## src/rtl/xor_pipe_rf.sv

```systemverilog
module xor_pipe_rf #(
  parameter int DATA_W    = 8,
  parameter int NREG      = 4,
  parameter int STAGES    = 1,
  parameter int INIT_STEP = 'h35,
  localparam int SEL_W    = (NREG > 1) ? $clog2(NREG) : 1
) (
  input  logic              clk,
  input  logic              rst,
  input  logic [SEL_W-1:0]  src_a_sel,
  input  logic [SEL_W-1:0]  src_b_sel,
  input  logic [SEL_W-1:0]  dst_sel,
  input  logic              stall,
  input  logic [SEL_W-1:0]  peek_sel,
  output logic [DATA_W-1:0] peek_data
);
  localparam int LAST = STAGES - 1;

  logic [NREG-1:0][DATA_W-1:0]   rf;
  logic [DATA_W-1:0]             opa, opb;
  logic [SEL_W-1:0]              op_dst;
  logic                          op_vld;
  logic [STAGES-1:0][DATA_W-1:0] p_dat;
  logic [STAGES-1:0][SEL_W-1:0]  p_dst;
  logic [STAGES-1:0]             p_vld;
  logic                          wb_en;

  function automatic logic [DATA_W-1:0] seed(input int idx);
    return DATA_W'((idx + 1) * INIT_STEP);
  endfunction

  always_ff @(posedge clk) begin
    if (rst) begin
      opa    <= '0;
      opb    <= '0;
      op_dst <= '0;
      op_vld <= 1'b0;
    end else begin
      opa    <= rf[src_a_sel];
      opb    <= rf[src_b_sel];
      op_dst <= dst_sel;
      op_vld <= !stall;
    end
  end

  always_ff @(posedge clk) begin
    if (rst) begin
      p_dat[0] <= '0;
      p_dst[0] <= '0;
      p_vld[0] <= 1'b0;
    end else begin
      p_dat[0] <= opa ^ opb;
      p_dst[0] <= op_dst;
      p_vld[0] <= op_vld;
    end
  end

  for (genvar k = 1; k < STAGES; k++) begin : g_pass
    always_ff @(posedge clk) begin
      if (rst) begin
        p_dat[k] <= '0;
        p_dst[k] <= '0;
        p_vld[k] <= 1'b0;
      end else begin
        p_dat[k] <= p_dat[k-1];
        p_dst[k] <= p_dst[k-1];
        p_vld[k] <= p_vld[k-1];
      end
    end

    assert_pass_through_R3: assert property (@(posedge clk) disable iff (rst)
      p_vld[k-1] |=> p_vld[k] && p_dat[k] == $past(p_dat[k-1]));
  end

  assign wb_en = p_vld[LAST];

  always_ff @(posedge clk) begin
    for (int i = 0; i < NREG; i++) begin
      if (rst)
        rf[i] <= seed(i);
      else if (wb_en && p_dst[LAST] == SEL_W'(i))
        rf[i] <= p_dat[LAST];
    end
  end

  assign peek_data = rf[peek_sel];

  assert_writeback_value_R2: assert property (@(posedge clk) disable iff (rst)
    wb_en |=> rf[$past(p_dst[LAST])] == $past(p_dat[LAST]));

  assert_invalid_no_write_R4: assert property (@(posedge clk) disable iff (rst)
    !wb_en |=> $stable(rf));

  for (genvar i = 0; i < NREG; i++) begin : g_keep
    assert_other_regs_kept_R5: assert property (@(posedge clk) disable iff (rst)
      (wb_en && p_dst[LAST] != SEL_W'(i)) |=> $stable(rf[i]));
  end
endmodule

```

## config.mk

```make
export PLATFORM = sky130hd
export DESIGN_NAME = xor_pipe_rf
export DESIGN_NICKNAME = d
export VERILOG_FILES = /design/src/rtl/xor_pipe_rf.sv
export SDC_FILE = /design/constraint.sdc
export NUM_CORES = 1
export LEC_CHECK = 0
export BUFFER_PORTS_ARGS = -buffer_cell sky130_fd_sc_hd__buf_2
export CORE_UTILIZATION = 59
export DETAILED_ROUTE_END_ITERATION = 16
export GPL_TIMING_DRIVEN = 0
export PLACE_DENSITY = 0.78
export SLEW_MARGIN = 5
export SYNTH_ARGS = -nofsm -noshare
export SYNTH_HDL_FRONTEND = slang
export SYNTH_SLANG_ARGS = --single-unit
```

## constraint.sdc

```tcl
create_clock -name clk -period 1.1 [get_ports clk]
set_input_delay 0.055 -clock clk [delete_from_list [all_inputs] [get_ports clk]]
set_output_delay 0.055 -clock clk [all_outputs]
set_load 0.1 [all_outputs]
```

**After elaboration in Yosys (flattened, before gate mapping)**

Index checks and enable logic that the tools add are counted.

- Output and inout bits: 8
- Register bits after elaboration: 62
- Input bits: 11
- Logic and storage cells: 30

- Reduce and logical (&&, ||, !) cells: 6
- Bitwise gates (word level): 1
- Order comparisons: 3
- Muxes and demuxes: 6
- Equality and inequality tests: 3

Operators by type and width:

| operator | number |
|---|---|
| $bmux W8 S2 | 3 |
| $mux W8 | 3 |
| $lt A2 B3 Y1 const B | 3 |
| $xor A8 B8 Y8 | 1 |
| $eq A2 B2 Y1 const B | 2 |
| $logic_and A1 B1 Y1 | 4 |
| $eq A2 B1 Y1 const B | 1 |
| $logic_not A2 Y1 | 1 |
| $logic_not A1 Y1 | 1 |

**Logic depth before layout (Yosys ltp)**

- Depth in word-level cells: 2
- Depth in mapped cells: 4
- Mapped depth without buffers: 2

**Worst setup path before layout**

No wires, ideal clock.

- Path kind: register -> output
- Start point: register rf[24] in the netlist's numbering
- End point: output port peek_data[0]
- Arrival time: 1.047 ns
- Data required time: 1.045 ns
- Cell stages (with the launch flop): 2
- Buffers on the path: 0
- Setup slack: -0.002 ns
- Cell sequence: dfxtp_1 -> mux4_2

- Word-level cells in the longest chain between the ends: 2

Ends and longest elaborated chain:

| element | line | source |
|---|---|---|
| from (decl) | 19 | `logic [NREG-1:0][DATA_W-1:0] rf;` |
| from (signal, indexed assignment) | 80 | `rf[i] <= seed(i);` |
| from (signal, indexed assignment) | 82 | `rf[i] <= p_dat[LAST];` |
| $bmux W8 S2 | 86 | `assign peek_data = rf[peek_sel];` |
| $mux W8 (implied by the code) | 86 |  |
| to (decl) | 15 | `output logic [DATA_W-1:0] peek_data` |

No other way between the ends. The select of a mux whose other input is x is not followed.

**Worst setup path in the final report**

Ends and elaborated chain as after synthesis.

==> flow_metrics.py <==
metrics = {
    "power": {
        "power.ir.vdd_worst_uv": 1430,
        "comb_power_share_pct": 15.6,
        "finalPower_uw": 4880,
        "intPower_uw": 3550,
        "pwr-share-seq_pct": 49.2,
        "switchingPower_uw": 1330,
        "power.density_cell_area_mw_per_mm2": 1390,
        "leakagePower_uw": 0.00154,
        "power.clock.fraction_pct": 35.2,
        "power.share.switching_pct": 27.2,
    },
    "floorplanning": {
        "io_pins": 19,
        "dieWidth_um": 70.1,
        "fp-row-count": 24,
        "fp.coreArea_mm2": 0.00441,
        "initial_utilization_pct": 61.9,
        "chipHeight_um": 70.1,
        "dieArea_mm2": 0.00491,
    },
    "clock_network": {
        "cts-buffers-inserted": 9,
        "worst_setup_hold_path_clk_slew_ns": 0.07,
        "tritoncts": "yes",
        "cts.root.buffer_cell": "sky130_fd_sc_hd__clkbuf_8",
        "cts_num_sinks": 62,
        "cts-htree-levels": 3,
        "clock_insertion_delay_worst_skew_ns": 0.34,
        "clockBufferDepth": 2,
    },
    "global_routing": {
        "first_global_vias": 2268,
        "grt_antenna_before_repair": 0,
        "groute.usage.overall_pct": 31.0,
        "global_route_overflow": 0,
        "grt_first_pass_wirelength_um": 11100,
        "grt_start_max_net_pins": 11,
    },
    "cells_and_area": {
        "mostFrequentLayoutCells": "sky130_fd_sc_hd__mux2i_1 (64), sky130_fd_sc_hd__buf_4 (35), sky130_fd_sc_hd__nor2_1 (35), sky130_fd_sc_hd__dfxtp_2 (32), sky130_fd_sc_hd__dfxtp_1 (27)",
        "final_core_utilization_pct": 79.4,
        "antenna-diode-count": 0,
        "drive_gt1_share_pct": 39.2,
        "layout.cells.non_filler": 366,
        "mostFrequentLayoutCell": "sky130_fd_sc_hd__mux2i_1",
        "finish.net_count": 320,
        "area_delta_synth_final_pct": 28.2,
        "n_fill_cell": 258,
    },
    "place": {
        "placement.setup.worst_slack_ns": -0.175,
        "gp_congestion": 0.806,
        "dp_hpwl_um": 3970,
        "dp_cells": 314,
        "numPortBuffers": 14,
    },
    "setup_path": {
        "path_max_fanout": 2,
        "critical_path_class": "reg -> out",
        "highest_delay_cell_along_the_critical_path": "sky130_fd_sc_hd__mux4_2",
        "critPathMaxStageDelay_ns": 0.50,
        "critPathBufInv": 1,
        "critPathTopFamily": "multiplexers",
        "cp-start-kind": "register",
        "setup.worst_path.end_class": "output pin",
        "crit_path_cell_trace": "mux4_2 -> buf_12",
        "worst_ep_arrival_time_ns": 1.36,
        "required_ns": 1.04,
    },
    "drt": {
        "vias_per_cell": 5.82,
        "firstDrtPassIters": 4,
        "drc": 0,
        "number_of_vias_in_the_routed_layout": 2129,
        "detail_route.wirelength_um": 7010,
        "drt_first_iter_violations": 147,
        "wire_per_inst_um": 19.2,
        "drtAntennaViolNets": 0,
    },
    "run_status": {
        "violations": "setup timing",
        "status": "finished, violations left",
    },
    "sta": {
        "period_minus_slack_ns": 1.42,
        "rsz0062_at_grt": "yes",
        "setup_viol": 8,
        "final.period_utilization_pct": 129,
        "timing.clock.skew_ns": 0.00450,
        "timing.final.hold_violations": 0,
        "finalSetupTns_ns": -2.44,
        "worst_slew_margin_rel_pct": 63.5,
        "max_slew.worst_pin.slew_ns": 0.547,
        "timing.final.max_slew_violations": 0,
        "fmax_ghz": 0.706,
        "worst_slack_ns": -0.317,
    },
    "synth": {
        "ys_seq_area_share_pct": 45.4,
        "synth.avg_cell_area_um2": 11.0,
        "synthesis.yosys.warnings": 0,
        "synthCells": 248,
        "seq_cells_post_synth": 62,
        "yosysTopAreaCellShare_pct": 45.4,
        "synthesis.area_mm2": 0.00273,
        "cell_variety_after_synth": 19,
        "ys_top_cells_by_area": "sky130_fd_sc_hd__dfxtp_1 (45%), sky130_fd_sc_hd__mux2i_1 (23%), sky130_fd_sc_hd__mux4_2 (6.6%)",
        "post-synth-top-area-cell": "sky130_fd_sc_hd__dfxtp_1",
        "synth.net_count": 259,
    },
    "run": {
        "max-cap-violations": 0,
    },
    "min_path": {
        "hp-class": "in -> reg",
    },
}
-- power groups by stage --
stage / sequential (µW) / combinational (µW) / clock [µW]
3_5_place_dp: 2450 / 623 / 0
6_report: 2400 / 763 / 1720
4_1_cts: 2400 / 749 / 1720
5_1_grt: 2410 / 800 / 1830
3_3_place_gp: 2450 / 617 / 0
2_1_floorplan: 2430 / 507 / 0
-- routing by layer --
| metal | part of all wire (%) | wire length, µm | global-route usage, % | vias to the layer above |
|---|---|---|---|---|
| li1 | - | - | - | 991 |
| met2 | 49 | 3400 | 48.7 | 80 |
| met4 | 2.4 | 171 | 18.4 | 0 |
| met5 | 0 | 0 | 0 | - |
| met1 | 42 | 2940 | 36.4 | 1042 |
| met3 | 7.1 | 500 | 10.7 | 16 |
-- logic make-up (layout without fill, tap and decap cells) --
family          Yosys count  in the layout  synth area share [%]
buf+inv                  19             85                  4.53
simple gates             71             71                  13.8
flops                    62             62                  45.4
xor+xnor                  8              8                  2.56
mux                      72             72                  30.0
compound gates           16             16                  3.66
-- worst paths after layout --
path | to | depth (start not counted) | slack (ns) | from
max | peek_data[0] | 2 | -0.32 | rf[24]$_SDFFE_PP0P_
min reg2reg | p_dst[1]$_SDFF_PP0_ | 1 | 0.44 | op_dst[1]$_SDFF_PP0_
min | opb[1]$_SDFF_PP0_ | 3 | 0.15 | src_b_sel[1]
max reg2reg | rf[5]$_SDFFE_PP1P_ | 3 | 0.04 | p_dst[0]$_SDFF_PP0_
-- timing repair --
| action | in CTS | in global routing |
|---|---|---|
| hold buffers | 3 | 0 |
| resized for setup | 59 | 7 |
| buffers inserted | 31 | 2 |
| endpoints found under the hold margin | 3 | 0 |
| endpoints found under the setup margin | 24 | 25 |
-- flip-flops by register name, indices dropped and copies added, names as in the netlist --
name and count:
rf 32, opa 8, opb 8, p_dat 8, op_dst 2, p_dst 2
op_vld 1, p_vld 1
-- stage by stage --
stage                     cell area [µm²]  hold slack (ns)
final                                3510            0.151
after floorplan                      2740            0.127
after detailed placement             2880            0.213
after global routing                 3510            0.152
after global placement               2880            0.213
after CTS                            3470            0.137
-- tightest hold or removal path, stage by stage --
cell and delay [ns]:
sky130_fd_sc_hd__buf_4 0.17, sky130_fd_sc_hd__mux2i_1 0.09, sky130_fd_sc_hd__o22ai_1 0.13
-- Yosys cell counts --
cell type,instances
sky130_fd_sc_hd__mux2i_1,64
sky130_fd_sc_hd__dfxtp_1,62
sky130_fd_sc_hd__nor2_1,35
sky130_fd_sc_hd__nand2b_1,24
sky130_fd_sc_hd__o22ai_1,16
sky130_fd_sc_hd__mux4_2,8
sky130_fd_sc_hd__xnor2_1,8
sky130_fd_sc_hd__buf_2,7
sky130_fd_sc_hd__nor2b_1,5
sky130_fd_sc_hd__buf_6,4
sky130_fd_sc_hd__buf_4,3
sky130_fd_sc_hd__clkbuf_1,3
sky130_fd_sc_hd__clkbuf_2,2
sky130_fd_sc_hd__or2_2,2
sky130_fd_sc_hd__and3b_1,1
sky130_fd_sc_hd__and3b_2,1
sky130_fd_sc_hd__nand3_2,1
sky130_fd_sc_hd__nand3b_2,1
sky130_fd_sc_hd__nor3b_2,1
-- cell type report --
cell class                 instances  area [µm²]  area share [%]
clock buffer                      15         156            4.46
tap                               52        65.1            1.86
timing repair buffer              50         468            13.3
sequential                        62        1290            36.9
multi-input combinational        167        1390            39.7
buffer                            19         128            3.64
clock inverter                     1        5.00           0.143
(Power assumes the default switching activity.)
